`src/rtl/tdp_pkg.sv`:
```
`timescale 1ns/1ps
package tdp_pkg;

    localparam int unsigned GRID_ROWS = 4;
    localparam int unsigned GRID_COLS = 4;

    typedef enum logic [1:0] {
        CLS_CLEAN = 2'd0,
        CLS_FIXED = 2'd1,
        CLS_FAIL  = 2'd2
    } cls_e;

endpackage

```
`src/rtl/tdp_parity_gen.sv`:
```
`timescale 1ns/1ps
module tdp_parity_gen #(
    parameter int unsigned ROWS = tdp_pkg::GRID_ROWS,
    parameter int unsigned COLS = tdp_pkg::GRID_COLS,
    localparam int unsigned DW  = ROWS * COLS
) (
    input  logic [DW-1:0]   data_i,
    output logic [ROWS-1:0] row_par_o,
    output logic [COLS-1:0] col_par_o
);

    // one even-parity bit per row: row bits are contiguous
    for (genvar r = 0; r < ROWS; r++) begin : g_row
        assign row_par_o[r] = ^data_i[r*COLS +: COLS];
    end

    // one even-parity bit per column: gather strided bits first
    for (genvar c = 0; c < COLS; c++) begin : g_col
        logic [ROWS-1:0] col_bits;
        for (genvar r = 0; r < ROWS; r++) begin : g_tap
            assign col_bits[r] = data_i[r*COLS + c];
        end
        assign col_par_o[c] = ^col_bits;
    end

endmodule

```
`src/rtl/tdp_enc_core.sv`:
```
`timescale 1ns/1ps
module tdp_enc_core #(
    parameter int unsigned ROWS = tdp_pkg::GRID_ROWS,
    parameter int unsigned COLS = tdp_pkg::GRID_COLS,
    localparam int unsigned DW  = ROWS * COLS,
    localparam int unsigned CW  = DW + ROWS + COLS + 1
) (
    input  logic [DW-1:0] data_i,
    output logic [CW-1:0] code_o
);

    logic [ROWS-1:0] row_par;
    logic [COLS-1:0] col_par;

    tdp_parity_gen #(.ROWS(ROWS), .COLS(COLS)) u_gen (
        .data_i    (data_i),
        .row_par_o (row_par),
        .col_par_o (col_par)
    );

    // layout, low to high: payload, row checks, column checks, corner
    assign code_o = {^row_par, col_par, row_par, data_i};

endmodule

```
`src/rtl/tdp_dec_core.sv`:
```
`timescale 1ns/1ps
module tdp_dec_core #(
    parameter int unsigned ROWS = tdp_pkg::GRID_ROWS,
    parameter int unsigned COLS = tdp_pkg::GRID_COLS,
    localparam int unsigned DW  = ROWS * COLS,
    localparam int unsigned CW  = DW + ROWS + COLS + 1
) (
    input  logic [CW-1:0]   code_i,
    output logic [DW-1:0]   data_o,
    output tdp_pkg::cls_e   cls_o
);
    import tdp_pkg::*;

    logic [DW-1:0]   rx_data;
    logic [ROWS-1:0] rx_row;
    logic [COLS-1:0] rx_col;
    logic [ROWS-1:0] calc_row;
    logic [COLS-1:0] calc_col;
    logic [ROWS-1:0] row_syn;
    logic [COLS-1:0] col_syn;
    logic            odd_total;
    logic            one_row;
    logic            one_col;
    logic            max_one_row;
    logic            max_one_col;
    logic            hit_data;
    logic [DW-1:0]   fix_mask;

    assign rx_data = code_i[DW-1:0];
    assign rx_row  = code_i[DW +: ROWS];
    assign rx_col  = code_i[DW+ROWS +: COLS];

    tdp_parity_gen #(.ROWS(ROWS), .COLS(COLS)) u_gen (
        .data_i    (rx_data),
        .row_par_o (calc_row),
        .col_par_o (calc_col)
    );

    assign row_syn = calc_row ^ rx_row;
    assign col_syn = calc_col ^ rx_col;

    // a valid codeword has an even total weight; one flip makes it odd
    assign odd_total   = ^code_i;
    assign one_row     = ($countones(row_syn) == 1);
    assign one_col     = ($countones(col_syn) == 1);
    assign max_one_row = ($countones(row_syn) <= 1);
    assign max_one_col = ($countones(col_syn) <= 1);
    assign hit_data    = odd_total && one_row && one_col;

    // repair mask: the crossing of the single failing row and column
    for (genvar r = 0; r < ROWS; r++) begin : g_fr
        for (genvar c = 0; c < COLS; c++) begin : g_fc
            assign fix_mask[r*COLS + c] = hit_data & row_syn[r] & col_syn[c];
        end
    end

    assign data_o = rx_data ^ fix_mask;

    always_comb begin
        if ((row_syn == '0) && (col_syn == '0)) begin
            cls_o = CLS_CLEAN;
        end else if (odd_total && max_one_row && max_one_col) begin
            cls_o = CLS_FIXED;
        end else begin
            cls_o = CLS_FAIL;
        end
    end

endmodule

```
`src/rtl/tdp_codec.sv`:
```
`timescale 1ns/1ps
module tdp_codec #(
    parameter int unsigned ROWS = tdp_pkg::GRID_ROWS,
    parameter int unsigned COLS = tdp_pkg::GRID_COLS,
    localparam int unsigned DW  = ROWS * COLS,
    localparam int unsigned CW  = DW + ROWS + COLS + 1
) (
    input  logic          clk_i,
    input  logic          rst_i,
    input  logic          enc_valid_i,
    input  logic [DW-1:0] enc_data_i,
    output logic          enc_valid_o,
    output logic [CW-1:0] enc_code_o,
    input  logic          dec_valid_i,
    input  logic [CW-1:0] dec_code_i,
    output logic          dec_valid_o,
    output logic [DW-1:0] dec_data_o,
    output logic          dec_clean_o,
    output logic          dec_fixed_o,
    output logic          dec_fail_o
);
    import tdp_pkg::*;

    typedef struct packed {
        logic          enc_v;
        logic [CW-1:0] enc_code;
        logic          dec_v;
        logic [DW-1:0] dec_data;
        logic          clean;
        logic          fixed;
        logic          fail;
    } state_t;

    state_t        st_d, st_q;
    logic [CW-1:0] enc_word;
    logic [DW-1:0] dec_word;
    cls_e          dec_cls;

    tdp_enc_core #(.ROWS(ROWS), .COLS(COLS)) u_enc (
        .data_i (enc_data_i),
        .code_o (enc_word)
    );

    tdp_dec_core #(.ROWS(ROWS), .COLS(COLS)) u_dec (
        .code_i (dec_code_i),
        .data_o (dec_word),
        .cls_o  (dec_cls)
    );

    always_comb begin
        st_d = '0;
        if (enc_valid_i) begin
            st_d.enc_v    = 1'b1;
            st_d.enc_code = enc_word;
        end
        if (dec_valid_i) begin
            st_d.dec_v    = 1'b1;
            st_d.dec_data = dec_word;
            st_d.clean    = (dec_cls == CLS_CLEAN);
            st_d.fixed    = (dec_cls == CLS_FIXED);
            st_d.fail     = (dec_cls == CLS_FAIL);
        end
    end

    always_ff @(posedge clk_i) begin
        if (rst_i) begin
            st_q <= '0;
        end else begin
            st_q <= st_d;
        end
    end

    assign enc_valid_o = st_q.enc_v;
    assign enc_code_o  = st_q.enc_code;
    assign dec_valid_o = st_q.dec_v;
    assign dec_data_o  = st_q.dec_data;
    assign dec_clean_o = st_q.clean;
    assign dec_fixed_o = st_q.fixed;
    assign dec_fail_o  = st_q.fail;

endmodule

```
`config.mk`:
```
export PLATFORM = sky130hd
export DESIGN_NAME = tdp_codec
export DESIGN_NICKNAME = d
export VERILOG_FILES = /design/src/rtl/tdp_pkg.sv /design/src/rtl/tdp_parity_gen.sv /design/src/rtl/tdp_enc_core.sv /design/src/rtl/tdp_dec_core.sv /design/src/rtl/tdp_codec.sv
export SDC_FILE = /design/constraint.sdc
export NUM_CORES = 1
export LEC_CHECK = 0
export ABC_AREA = 1
export BUFFER_PORTS_ARGS = -buffer_cell sky130_fd_sc_hd__buf_2
export CAP_MARGIN = 15
export CORE_MARGIN = 1.5
export CORE_UTILIZATION = 51
export DETAILED_ROUTE_END_ITERATION = 7
export GPL_TIMING_DRIVEN = 0
export HOLD_SLACK_MARGIN = 0.02
export PLACE_DENSITY = 0.8
export SETUP_SLACK_MARGIN = 0.2
export SLEW_MARGIN = 20
export SYNTH_ARGS = -nofsm -noshare
export SYNTH_HDL_FRONTEND = slang
export SYNTH_SLANG_ARGS = --single-unit
```
`constraint.sdc`:
```
create_clock -name clk_i -period 3.82 [get_ports clk_i]
set_clock_uncertainty 0.1 [all_clocks]
set_input_delay 0.191 -clock clk_i [delete_from_list [all_inputs] [get_ports clk_i]]
set_output_delay 0.191 -clock clk_i [all_outputs]
set_load 0.02 [all_outputs]
```
; After elaboration in Yosys (flattened, before gate mapping)
; Index checks and enable logic that the tools add are counted.
[totals]
romBits = 0
latchBits = 0
inputBits = 45
ff_bits = 46
n_memories = 0
ram_bits = 0
[classes]
n_reduce_logical = 28
shifts = 0
n_mul = 0
n_bitwise = 25
magnitude_cmp = 2
div_mod_pow = 0
add_sub_neg = 6
mux = 4
eq_ne = 4
[ops]
columns = op, n
row1 = $reduce_xor A4 Y1, 17
row2 = $add A32 B32 Y32, 2
row3 = $eq A32 B2 Y1 const B, 2
row4 = $le A32 B2 Y1 const B, 2
row5 = $mux W26, 1
row6 = $reduce_xor A25 Y1, 1
row7 = $and A1 B1 Y1, 20
row8 = $mux W20, 1
row9 = $xor A16 B16 Y16, 1
row10 = $add A1 B1 Y2, 4
row11 = $logic_not A4 Y1, 2
row12 = $xor A4 B4 Y4, 2
row13 = $logic_and A1 B1 Y1, 5
row14 = $mux W2, 2
row15 = $reduce_or A2 Y1, 2
row16 = $eq A2 B1 Y1 const B, 1
row17 = $eq A2 B2 Y1 const B, 1
row18 = $logic_not A2 Y1, 1
row19 = $not A1 Y1, 2

; Depth between registers and ports, before layout
; Gate-level depths: netlist of the first run.
[logic_depth]
word_depth = 11
ltp_mapped = 20
mapped_depth_nobuf = 19

; Cells and area by module
; Synthesis of the first run repeated with hierarchy kept, for this count alone.
[unflattened]
cells_unflattened = 714
area_unflattened_um2 = 3878.7
[by_module_without_submodules]
columns = module, cells_per_inst, area_per_inst_um2, seq_area_each_um2, n_inst
row1 = tdp_codec, 145, 1335.0, 920.9, 1
row2 = tdp_dec_core, 262, 1328.8, 0.0, 1
row3 = tdp_parity_gen, 136, 510.5, 0.0, 2
row4 = tdp_enc_core, 35, 193.9, 0.0, 1

; Least setup slack after synthesis of the first run
; Ideal clock, no wire load.
[synth_path]
path_type = input -> register
from = input port dec_code_i[20]
to = register st_q, in the netlist dec_data_o[10]
path_stages = 16
slack_ns = 0.911
path_buffers = 1
arrival_ns = 2.695
t_required_ns = 3.607
cell_sequence = xnor2_1 > xor2_1 > xnor2_1 > inv_1 > ha_1 > ha_1 > inv_1 > fa_1 > nand4_1 > inv_1 > nand3_1 > inv_1 > clkbuf_1 > nand4_1 > nor2_1 > nor2_1
[synth_via]
elab_chain_len = 8
elab_cells_between_ends = 10
[synth_rtl]
columns = item, line
row1 = start: declaration, tdp_codec.sv:15  ; input logic [CW-1:0] dec_code_i,
row2 = $xor A4 B4 Y4, tdp_dec_core.sv:40  ; assign col_syn = calc_col ^ rx_col;
row3 = $add A1 B1 Y2 (implied by the code), tdp_dec_core.sv:45  ; assign one_col = ($countones(col_syn) == 1);
row4 = $add A32 B32 Y32 (implied by the code), tdp_dec_core.sv:45
row5 = $eq A32 B2 Y1, tdp_dec_core.sv:45
row6 = $logic_and A1 B1 Y1 (*), tdp_dec_core.sv:48  ; assign hit_data = odd_total && one_row && one_col;
row7 = $and A1 B1 Y1 (*) (2 in a row), tdp_dec_core.sv:53  ; assign fix_mask[r*COLS + c] = hit_data & row_syn[r] & col_syn[c];
row8 = $xor A16 B16 Y16 (*), tdp_dec_core.sv:57  ; assign data_o = rx_data ^ fix_mask;
row9 = end signal: assignment, tdp_codec.sv:69  ; st_q <= st_d;
row10 = end: declaration, tdp_codec.sv:34  ; state_t st_d, st_q;
; Every way passes the cells marked *; elsewhere a longest branch is shown, timed or not.
; A chain may end at the register's enable or synchronous reset.

; Worst setup path after layout of the first run
[layout_path]
from = input port dec_code_i[14]
to = register st_q, in the netlist dec_data_o[13]
[layout_via]
elab_chain_len = 10
elab_cells_between_ends = 16
[layout_rtl]
columns = item, line
row1 = $reduce_xor A4 Y1, tdp_parity_gen.sv:14  ; assign row_par_o[r] = ^data_i[r*COLS +: COLS];
row2 = $xor A4 B4 Y4, tdp_dec_core.sv:39  ; assign row_syn = calc_row ^ rx_row;
row3 = $add A1 B1 Y2 (implied by the code), tdp_dec_core.sv:44  ; assign one_row = ($countones(row_syn) == 1);
row4 = $add A32 B32 Y32 (implied by the code), tdp_dec_core.sv:44
row5 = $eq A32 B2 Y1, tdp_dec_core.sv:44
row6 = $logic_and A1 B1 Y1 (2 in a row), tdp_dec_core.sv:48
row7 = $and A1 B1 Y1 (*) (2 in a row), tdp_dec_core.sv:53
row8 = $xor A16 B16 Y16 (*), tdp_dec_core.sv:57
; Marks and branches as above.

==> key figures, run 1 <==
Floorplan
  • # rows: 26
  • Die Ht: 77.18 um
  • Core area: 5205 um^2
  • Die Width: 77.18 um
  • I/O pins: just over 90
  • Die area: 5957 um^2
  • Initial Util: 0.5392

Finish
  • Layout overhead on the synthesized area: 22.87%
  • Diodes inserted: 0
  • Layout cell share with drive strength beyond 1: 0.2514
  • Nets: ~570
  • Core Util, Final: 0.6625

Clock tree
  • H-tree Lvls: 2
  • Clk buf depth: 2
  • # clock sinks: 46
  • CTS root buffer: clkbuf_8
  • Clock transition at path regs: ~90 ps
  • CTS buffer count: 5
  • CTS tree: done

Routing
  • ANT nets after route: 0
  • DRT Wirelength: 6398 um
  • First-pass DRT Iterations: 5
  • Vias/cell: between 4 and 5
  • Wire length per cell: 10.83 um
  • Vias: 2,694
  • DRT iter0 DRCs: between 100 and 150
  • DR DRC count: 0

Worst setup path
  • WP data arrival: 3330 ps
  • Crit path cell chain: buf_2 -> xnor2_1 -> xor2_1 -> xor2_1 -> xnor2_1 -> inv_1 -> ha_1 -> inv_1 -> fa_1 -> nand4_1 -> inv_1 -> nand3_1 -> inv_1 -> clkbuf_1 -> nand4_1 -> nor2_1 -> nor2_1
  • Worst path bufs/invs: 6
  • Setup crit start kind: input port
  • Slowest CP cell: xor2_1
  • CP max stage delay: 510 ps
  • Crit end category: flip-flop
  • Worst path most repeated cell: inv_1
  • WS Path Type: input port to flip-flop
  • Top fanout value on the critical path: 10
  • Delay-heaviest family, CP: XOR/XNOR gates
  • Required @ worst endpoint: roughly 3900 ps

Power and ir drop
  • Leakage Power: 0.002018 uW
  • NetSw: 491.9 uW
  • Sw Ratio: 0.3753
  • Combinational Power Share: 0.387
  • Reg power frac: 0.392
  • P_int: 818.8 uW
  • Cell Pwr Density: 380.1 nW/um^2
  • Clock network power share: 0.221
  • Peak VDD IR: 0.1869 mV
  • Tot Pwr: 1311 uW

Placement
  • Placement Setup Slack: ~290 ps
  • Buffers added on ports: 90
  • Gpl congestion: 0.8071
  • DP HPWL: 5198 um

GRT
  • Largest net degree at the start of global routing: 15
  • Vias in the first global route: ~2,400
  • Total global-route track usage: 0.2237
  • Overflow after GRT: 0
  • First-pass GRT wire length: 10,650 um
  • Initial antenna violation count: 0

Yosys
  • Synth warn: 0
  • Syn_area_per_cell: ~6.7 um^2
  • Area of the mapped netlist: 2806 um^2
  • Netlist cell types: 23
  • Simple-gate area share of the yosys netlist: 0.3678
  • Multiplexer share of the synthesized area: 0
  • #FFs+latches synth: 46
  • Synth Area in Compound Gates: 0.01070
  • Post-Synth Adder-Cell Area: 0.04547
  • Synth Area in XOR/XNOR: 0.1494
  • Synth Instances: 422
  • Synth Net Count: 476
  • Main combinational cell family by area after synthesis: simple AND/OR/NAND/NOR gates
  • Post-synthesis sequential area ratio: 0.3281

STA
  • Fmax: around 0.31 GHz
  • Final Max Slew Viols: 0
  • Worst Max-Slew Pin Slew: 593.2 ps
  • Fin crit period: 3227 ps
  • Hold Violations, Final: 0
  • Final WS setup: 593.1 ps
  • Relative slew slack: 0.6032
  • Setup_tns: 0 ps
  • Crit share post-route: 0.8447
  • Setup violations, final: 0
  • RSZ-0062 raised after global routing: no

Worst hold path
  • Worst min-delay path class: input port to flip-flop

Run status
  • Status: finished, final reports clean

Run
  • Max_cap viols: 0
[state kept, by name, summed over array words and instances, names as in the netlist]
name	flops
dec_clean_o	1
dec_valid_o	1
dec_data_o	16
enc_valid_o	1
dec_fail_o	1
enc_code_o	25
dec_fixed_o	1
[cells by family after synthesis]
family	Yosys count
simple gates	246
buf+inv	68
xor+xnor	47
flops	46
fa+ha+maj	9
compound gates	6
[stage by stage]
| step | hold WS, ps | instance area (um^2) | std cells |
|---|---|---|---|
| after floorplan | 203.2 | 2806 | 422 |
| after global placement | 347.5 | 3344 | 582 |
| after CTS | 25.55 | 3441 | 591 |
| final | 33.41 | 3448 | 591 |
| after global routing | 29.82 | 3448 | 591 |
| after detailed placement | 347.5 | 3344 | 582 |
[power by group through the flow]
stage          clock (uW)  sequential (uW)  combinational (uW)
5_1_grt               321              516                 569
2_1_floorplan           0              563                 317
4_1_cts               296              513                 501
3_5_place_dp            0              525                 496
3_3_place_gp            0              524                 476
6_report              290              513                 508
[layout make-up]
| class | instances | area (um^2) |
|---|---|---|
| Tap cell | 70 | 87.58 |
| Buffer | 5 | 40.04 |
| Inverter | 63 | 236.5 |
| Multi-Input combinational cell | 308 | 1617 |
| Sequential cell | 46 | 920.9 |
| Clock buffer | 6 | 72.57 |
| Fill cell | 473 | 1757 |
| Clock inverter | 2 | 13.76 |
| Timing Repair Buffer | 91 | 460.4 |
[synthesized netlist by cell type]
library cell / n / share of area
dfxtp_1: 46 / 0.33
xnor2_1: 25 / 0.078
nand4_1: 19 / 0.042
nand2_2: 6 / 0.013
buf_8: 1 / 0.0053
clkbuf_8: 1 / 0.0049
nand3b_1: 1 / 0.0027
nor2_1: 55 / 0.074
clkinv_1: 1 / 0.0013
ha_1: 7 / 0.031
a21oi_1: 5 / 0.0089
nand3_2: 2 / 0.0071
clkbuf_1: 3 / 0.0040
or2_2: 4 / 0.0089
inv_1: 45 / 0.060
fa_1: 2 / 0.014
xor2_1: 21 / 0.066
xor2_2: 1 / 0.0058
o21ai_0: 1 / 0.0018
inv_2: 17 / 0.023
nand2_4: 1 / 0.0040
nand3_1: 10 / 0.018
nand2_1: 148 / 0.20
[per-layer routing]
metal / vias up / global-route usage / wire length, um
li1: 1462 / - / -
met1: 1141 / 0.2936 / 2987
met2: 83 / 0.3667 / 2945
met3: 8 / 0.04286 / 367
met4: 0 / 0.07455 / 97
met5: - / 0 / 0
[worst paths after layout]
path | from | endpoint | cells after the start
max | dec_code_i[14] | dec_data_o[13] | 17
min | enc_data_i[7] | enc_code_o[7] | 3
[what timing repair did]
action / 4_1_cts / 5_1_grt
setup buffers: 0 / 0
gates resized for setup: 0 / 1
hold buffers: 1 / 0
setup endpoints to repair: 0 / 5
endpoints found under the hold margin: 1 / 0
[placed cells by master, fill, tap and decap left out, drive strengths merged]
master	n
nand2	155
buf	91
inv	62
nor2	55
dfxtp	46
xnor2	25
xor2	22
nand4	19
nand3	12
clkbuf	10
ha	7
a21oi	5
or2	4
clkinv	3
fa	2
nand3b	1
o21ai	1
dlygate4sd3	1
Note: power is estimated with default switching activity, not from simulation.
==> inputs of run 2 (changes only) <==
--- a/config.mk
+++ b/config.mk
@@ -9,11 +9,11 @@
 export BUFFER_PORTS_ARGS = -buffer_cell sky130_fd_sc_hd__buf_2
 export CAP_MARGIN = 15
 export CORE_MARGIN = 1.5
-export CORE_UTILIZATION = 51
+export CORE_UTILIZATION = 46
 export DETAILED_ROUTE_END_ITERATION = 7
 export GPL_TIMING_DRIVEN = 0
 export HOLD_SLACK_MARGIN = 0.02
-export PLACE_DENSITY = 0.8
+export PLACE_DENSITY = 0.76
 export SETUP_SLACK_MARGIN = 0.2
 export SLEW_MARGIN = 20
 export SYNTH_ARGS = -nofsm -noshare
==> constraint.sdc (replaced) <==
create_clock -name clk_i -period 2.59 [get_ports clk_i]
set_clock_uncertainty 0.1 [all_clocks]
set_input_delay 0.1295 -clock clk_i [delete_from_list [all_inputs] [get_ports clk_i]]
set_output_delay 0.1295 -clock clk_i [all_outputs]
set_load 0.02 [all_outputs]
==> key figures, run 2 (synthesized netlist as in run 1, its figures left out) <==
STA
  • Final Max Slew Viols: 0
  • Crit share post-route: 1.091
  • Fin crit period: 2825 ps
  • Worst Max-Slew Pin Slew: 465.1 ps
  • Relative slew slack: 0.6900
  • RSZ-0062 raised after global routing: yes
  • Hold Violations, Final: 0
  • Final WS setup: -235.3 ps
  • Setup violations, final: 17
  • Fmax: approximately 0.35 GHz

GRT
  • Initial antenna violation count: 0
  • Total global-route track usage: 0.2991
  • Overflow after GRT: 0
  • Vias in the first global route: 3,248
  • First-pass GRT wire length: 14,970 um
  • Largest net degree at the start of global routing: 17

Routing
  • DRT iter0 DRCs: between 300 and 400
  • Vias: roughly 3,700
  • First-pass DRT Iterations: 5
  • DRT Wirelength: 11,930 um
  • DR DRC count: 0
  • Wire length per cell: 17.37 um
  • Vias/cell: 5.386
  • ANT nets after route: 0

Run
  • Max_cap viols: 0

Worst setup path
  • Required @ worst endpoint: 2700 ps
  • CP max stage delay: 470 ps
  • CP Depth: 20
  • Delay-heaviest family, CP: simple AND/OR/NAND/NOR gates
  • WP data arrival: 2930 ps
  • Worst path most repeated cell: nand2_2
  • Top fanout value on the critical path: 5
  • Setup crit start kind: input port
  • Worst path bufs/invs: 7
  • Crit end category: flip-flop
  • Slowest CP cell: fa_1
  • Crit path cell chain: buf_4 -> inv_4 -> nand2_2 -> nand2_2 -> nand2_2 -> nand2_2 -> xor2_2 -> inv_2 -> ha_4 -> ha_4 -> inv_2 -> fa_1 -> nand4_1 -> inv_2 -> nand3_4 -> inv_4 -> clkbuf_8 -> nand4_1 -> nor2_1 -> nor2_1
  • WS Path Type: input port to flip-flop

Floorplan
  • Core area: 5921 um^2
  • Initial Util: 0.4740
  • Die Ht: 81.11 um
  • # rows: 28
  • Die Width: approximately 80 um
  • I/O pins: about 90
  • Die area: 6579 um^2

Finish
  • Nets: 665
  • Design area: between 4000 and 5000 um^2
  • Core Util, Final: 0.7809
  • # fillers: 352
  • Layout cell share with drive strength beyond 1: 0.4314
  • Multi-input logic area: 1942 um^2
  • Register area: 920.9 um^2
  • Diodes inserted: 0
  • Commonest non-fill, non-tap cells in the layout: 121 x nand2_1, 79 x buf_2, 78 x buf_4, 54 x nor2_1, 46 x dfxtp_1
  • Commonest non-fill, non-tap cell in the layout: nand2_1
  • Max reg flops: 25
  • Layout overhead on the synthesized area: 64.73%

Power and ir drop
  • Peak VDD IR: ~0.46 mV
  • Tot Pwr: ~2700 uW
  • Leakage Power: ~0.0025 uW
  • Cell Pwr Density: 580.5 nW/um^2

Placement
  • Gpl congestion: 0.8929
  • DP HPWL: roughly 5400 um
  • Buffers added on ports: 90
  • Placed cell area: approximately 3400 um^2

Worst hold path
  • Hold path depth: 3
  • Worst min-delay path class: input port to flip-flop

Clock tree
  • CTS buffer count: 5
  • CTS tree: done
  • # clock sinks: 46
  • H-tree Lvls: 2
  • CTS root buffer: clkbuf_8
  • Clk buf depth: 2
  • Clock transition at path regs: 100 ps

Run status
  • Failing checks: setup timing
  • Status: finished, violations left
run 2: changes by cell type in the layout (fill, tap and decap cells not counted), sizes merged:
| cell | before | now |
|---|---|---|
| buf | 91 | 164 |
| dlygate4sd3 | 1 | 16 |
| clkinv | 3 | 1 |
| clkinvlp | 0 | 2 |
| clkbuf | 10 | 11 |
| inv | 62 | 63 |
| nand2 | 155 | 156 |
run 2: routing by layer:
layer	global-route usage	vias to the layer above	part of all wire	wire [um]
li1	-	1636	-	-
met1	0.3248	1709	0.35	4158
met2	0.5525	272	0.51	6055
met3	0.05169	83	0.081	969
met4	0.1517	0	0.063	749
met5	0	-	0	0
run 2: area by class of cell:
cell class,count,area share
clock inverters,3,0.005142
clock buffers,5,0.01488
multi-input cells,309,0.4200
repair buffers,181,0.2736
well taps,75,0.02030
plain buffers,5,0.01083
inverters,63,0.05602
flip-flops and latches,46,0.1992
run 2: path summary, 6_finish.rpt:
kind                            from        endpoint  slack, ps
worst max-delay path  dec_code_i[15]  dec_data_o[13]       -240
worst min-delay path     dec_valid_i     dec_clean_o         30
run 2: repair_timing:
action                                 CTS  global route
buffers inserted                        57            16
hold buffers                            16             0
setup endpoints to repair               16            18
gates cloned                             1             2
resized for setup                       25            69
pin swaps                               27            36
endpoints found under the hold margin   16             0
run 2: power by group:
part	switching (uW)	total (uW)	internal, uW
logic	783	1450	665
registers	10.4	759	749
clock network	282	476	194
total	1080	2680	1610
run 2: through the flow:
stage	hold WS (ps)	std cells	worst slack, ps	TNS (ps)
final	26.20	687	-235.3	-2056
after CTS	38.07	669	81.39	0
after global routing	46.62	687	-286.1	-3411
after detailed placement	286.6	587	-568.6	-7227
after floorplan	141.7	422	2.006	0
after global placement	285.0	587	-460.6	-6179
==> inputs of run 3 (changes only) <==
--- a/config.mk
+++ b/config.mk
@@ -9,11 +9,11 @@
 export BUFFER_PORTS_ARGS = -buffer_cell sky130_fd_sc_hd__buf_2
 export CAP_MARGIN = 15
 export CORE_MARGIN = 1.5
-export CORE_UTILIZATION = 46
+export CORE_UTILIZATION = 51
 export DETAILED_ROUTE_END_ITERATION = 7
 export GPL_TIMING_DRIVEN = 0
 export HOLD_SLACK_MARGIN = 0.02
-export PLACE_DENSITY = 0.76
+export PLACE_DENSITY = 0.8
 export SETUP_SLACK_MARGIN = 0.2
 export SLEW_MARGIN = 20
 export SYNTH_ARGS = -nofsm -noshare
==> constraint.sdc (replaced) <==
create_clock -name clk_i -period 2.8 [get_ports clk_i]
set_clock_uncertainty 0.1 [all_clocks]
set_input_delay 0.14 -clock clk_i [delete_from_list [all_inputs] [get_ports clk_i]]
set_output_delay 0.14 -clock clk_i [all_outputs]
set_load 0.02 [all_outputs]
==> key figures, run 3 (synthesized netlist as in run 1, its figures left out) <==
Worst setup path
  • Required @ worst endpoint: 2930 ps
  • Slowest CP cell: fa_1
  • Crit end category: flip-flop
  • CP max stage delay: 500 ps
  • Crit path cell chain: buf_2 -> xnor2_2 -> xor2_2 -> xor2_2 -> xnor2_1 -> inv_1 -> ha_2 -> inv_2 -> fa_1 -> nand4_1 -> inv_2 -> nand3_4 -> inv_6 -> buf_6 -> nand4_1 -> nand2_1 -> nand2_1 -> nor2_1
  • WS Path Type: input port to flip-flop
  • WP data arrival: 2780 ps
  • Setup crit start kind: input port
  • Top fanout value on the critical path: 5

GRT
  • First-pass GRT wire length: 11,980 um
  • Total global-route track usage: 0.2536
  • Overflow after GRT: 0
  • Vias in the first global route: 2,749
  • Initial antenna violation count: 0
  • Largest net degree at the start of global routing: 16

STA
  • Fmax: 0.3780 GHz
  • Fin crit period: about 2600 ps
  • Hold Violations, Final: 0
  • Relative slew slack: 0.6838
  • Worst Max-Slew Pin Slew: 474.2 ps
  • Crit share post-route: 0.9448
  • Final WS setup: ~150 ps
  • Post-Route Hold Slack: 39.40 ps
  • RSZ-0062 raised after global routing: yes
  • Setup violations, final: 0
  • Final Max Slew Viols: 0

Run
  • Max_cap viols: 0

Finish
  • Max reg flops: 25
  • Diodes inserted: 0
  • Design area: 3964 um^2
  • Layout overhead on the synthesized area: 41.24%
  • Commonest non-fill, non-tap cells in the layout: 144 x nand2_1, 85 x buf_2, 54 x nor2_1, 46 x dfxtp_1, 41 x inv_1
  • Non-filler cells, final: between 600 and 700
  • Layout cell share with drive strength beyond 1: 0.3116
  • Commonest non-fill, non-tap cell in the layout: nand2_1
  • # fillers: 353
  • Nets: roughly 610

Floorplan
  • # rows: 26
  • Core area: 5205 um^2
  • I/O pins: 91
  • Initial Util: 0.5392
  • Die Ht: 77.18 um
  • Die area: between 5000 and 6000 um^2
  • Die Width: 77.18 um

Clock tree
  • Clock transition at path regs: 80 ps
  • CTS buffer count: 5
  • Clk buf depth: 2
  • CTS tree: done
  • H-tree Lvls: 2
  • # clock sinks: 46
  • CTS root buffer: clkbuf_8

Routing
  • First-pass DRT Iterations: 5
  • DRT Wirelength: 7809 um
  • DRT iter0 DRCs: 153
  • ANT nets after route: 0
  • Vias/cell: 4.844
  • Vias: roughly 3,000
  • Wire length per cell: roughly 13 um
  • DR DRC count: 0

Placement
  • Placement Setup Slack: -329.0 ps
  • Placed cell area: 3420 um^2
  • DP HPWL: between 5000 and 6000 um
  • Placed Instances: 582
  • Buffers added on ports: 90
  • Gpl congestion: 0.8508

Worst hold path
  • Hold path depth: 3
  • Worst min-delay path class: input port to flip-flop

Run status
  • Status: finished, final reports clean

Power and ir drop
  • Cell Pwr Density: 541.2 nW/um^2
  • Peak VDD IR: between 0.3 and 0.4 mV
  • Leakage Power: between 0.002 and 0.0025 uW
run 3: changes by cell type in the layout (fill, tap and decap cells not counted), moves of 4 or more:
cell,previous run,this run
buf_2,79,85
ha_4,5,1
nand2_4,5,1
nand2_2,30,10
buf_4,78,15
nand2_1,121,144
run 3: path summary, 6_finish.rpt:
check,slack [ps],to,startpoint
worst max-delay path,150,dec_data_o[2],dec_code_i[23]
worst min-delay path,40,dec_data_o[3],dec_valid_i
run 3: timing repair:
action                     CTS  global route
pin swaps                    6            30
hold buffers                16             0
setup endpoints to repair   16            16
gates resized for setup      6            32
setup buffers                8             7
gates cloned                 0             1
hold endpoints to repair    16             0
run 3: critical path: cells and delay by family:
kind | cells | cell delay, ps
adder cells (fa/ha/maj) | 2 | 670
XOR/XNOR | 4 | 840
AND/OR/NAND/NOR | 6 | 560
buffers and inverters | 6 | 560
run 3: cell type report:
class	instances	area (um^2)	area share
clock inverter	3	43.79	0.01105
timing repair buffer	122	783.3	0.1976
clock buffer	5	68.82	0.01736
inverter	63	246.5	0.06218
multi-input combinational	308	1762	0.4444
tap	70	87.58	0.02210
buffer	5	51.30	0.01294
sequential	46	920.9	0.2323
run 3: per-layer routing:
metal | track usage | wire, um
met4 | 0.08545 | 167
met2 | 0.4535 | 3897
met1 | 0.3012 | 3191
met3 | 0.04881 | 552
met5 | 0 | 0
run 3: through the flow:
step / power, uW / util / setup TNS (ps)
detailed placement: 1433 / 0.6570 / -3763
CTS: 1998 / 0.7262 / 0
global placement: 1412 / 0.6570 / -3037
finish: 2145 / 0.7615 / 0
global route: 2259 / 0.7615 / -16.87
floorplan: 1237 / - / 0
run 3: power by group:
| group | switching, uW | internal (uW) | total (uW) |
|---|---|---|---|
| Combinational | 542 | 397 | 939 |
| Sequential | 9.51 | 692 | 702 |
| Clock | 237 | 268 | 504 |
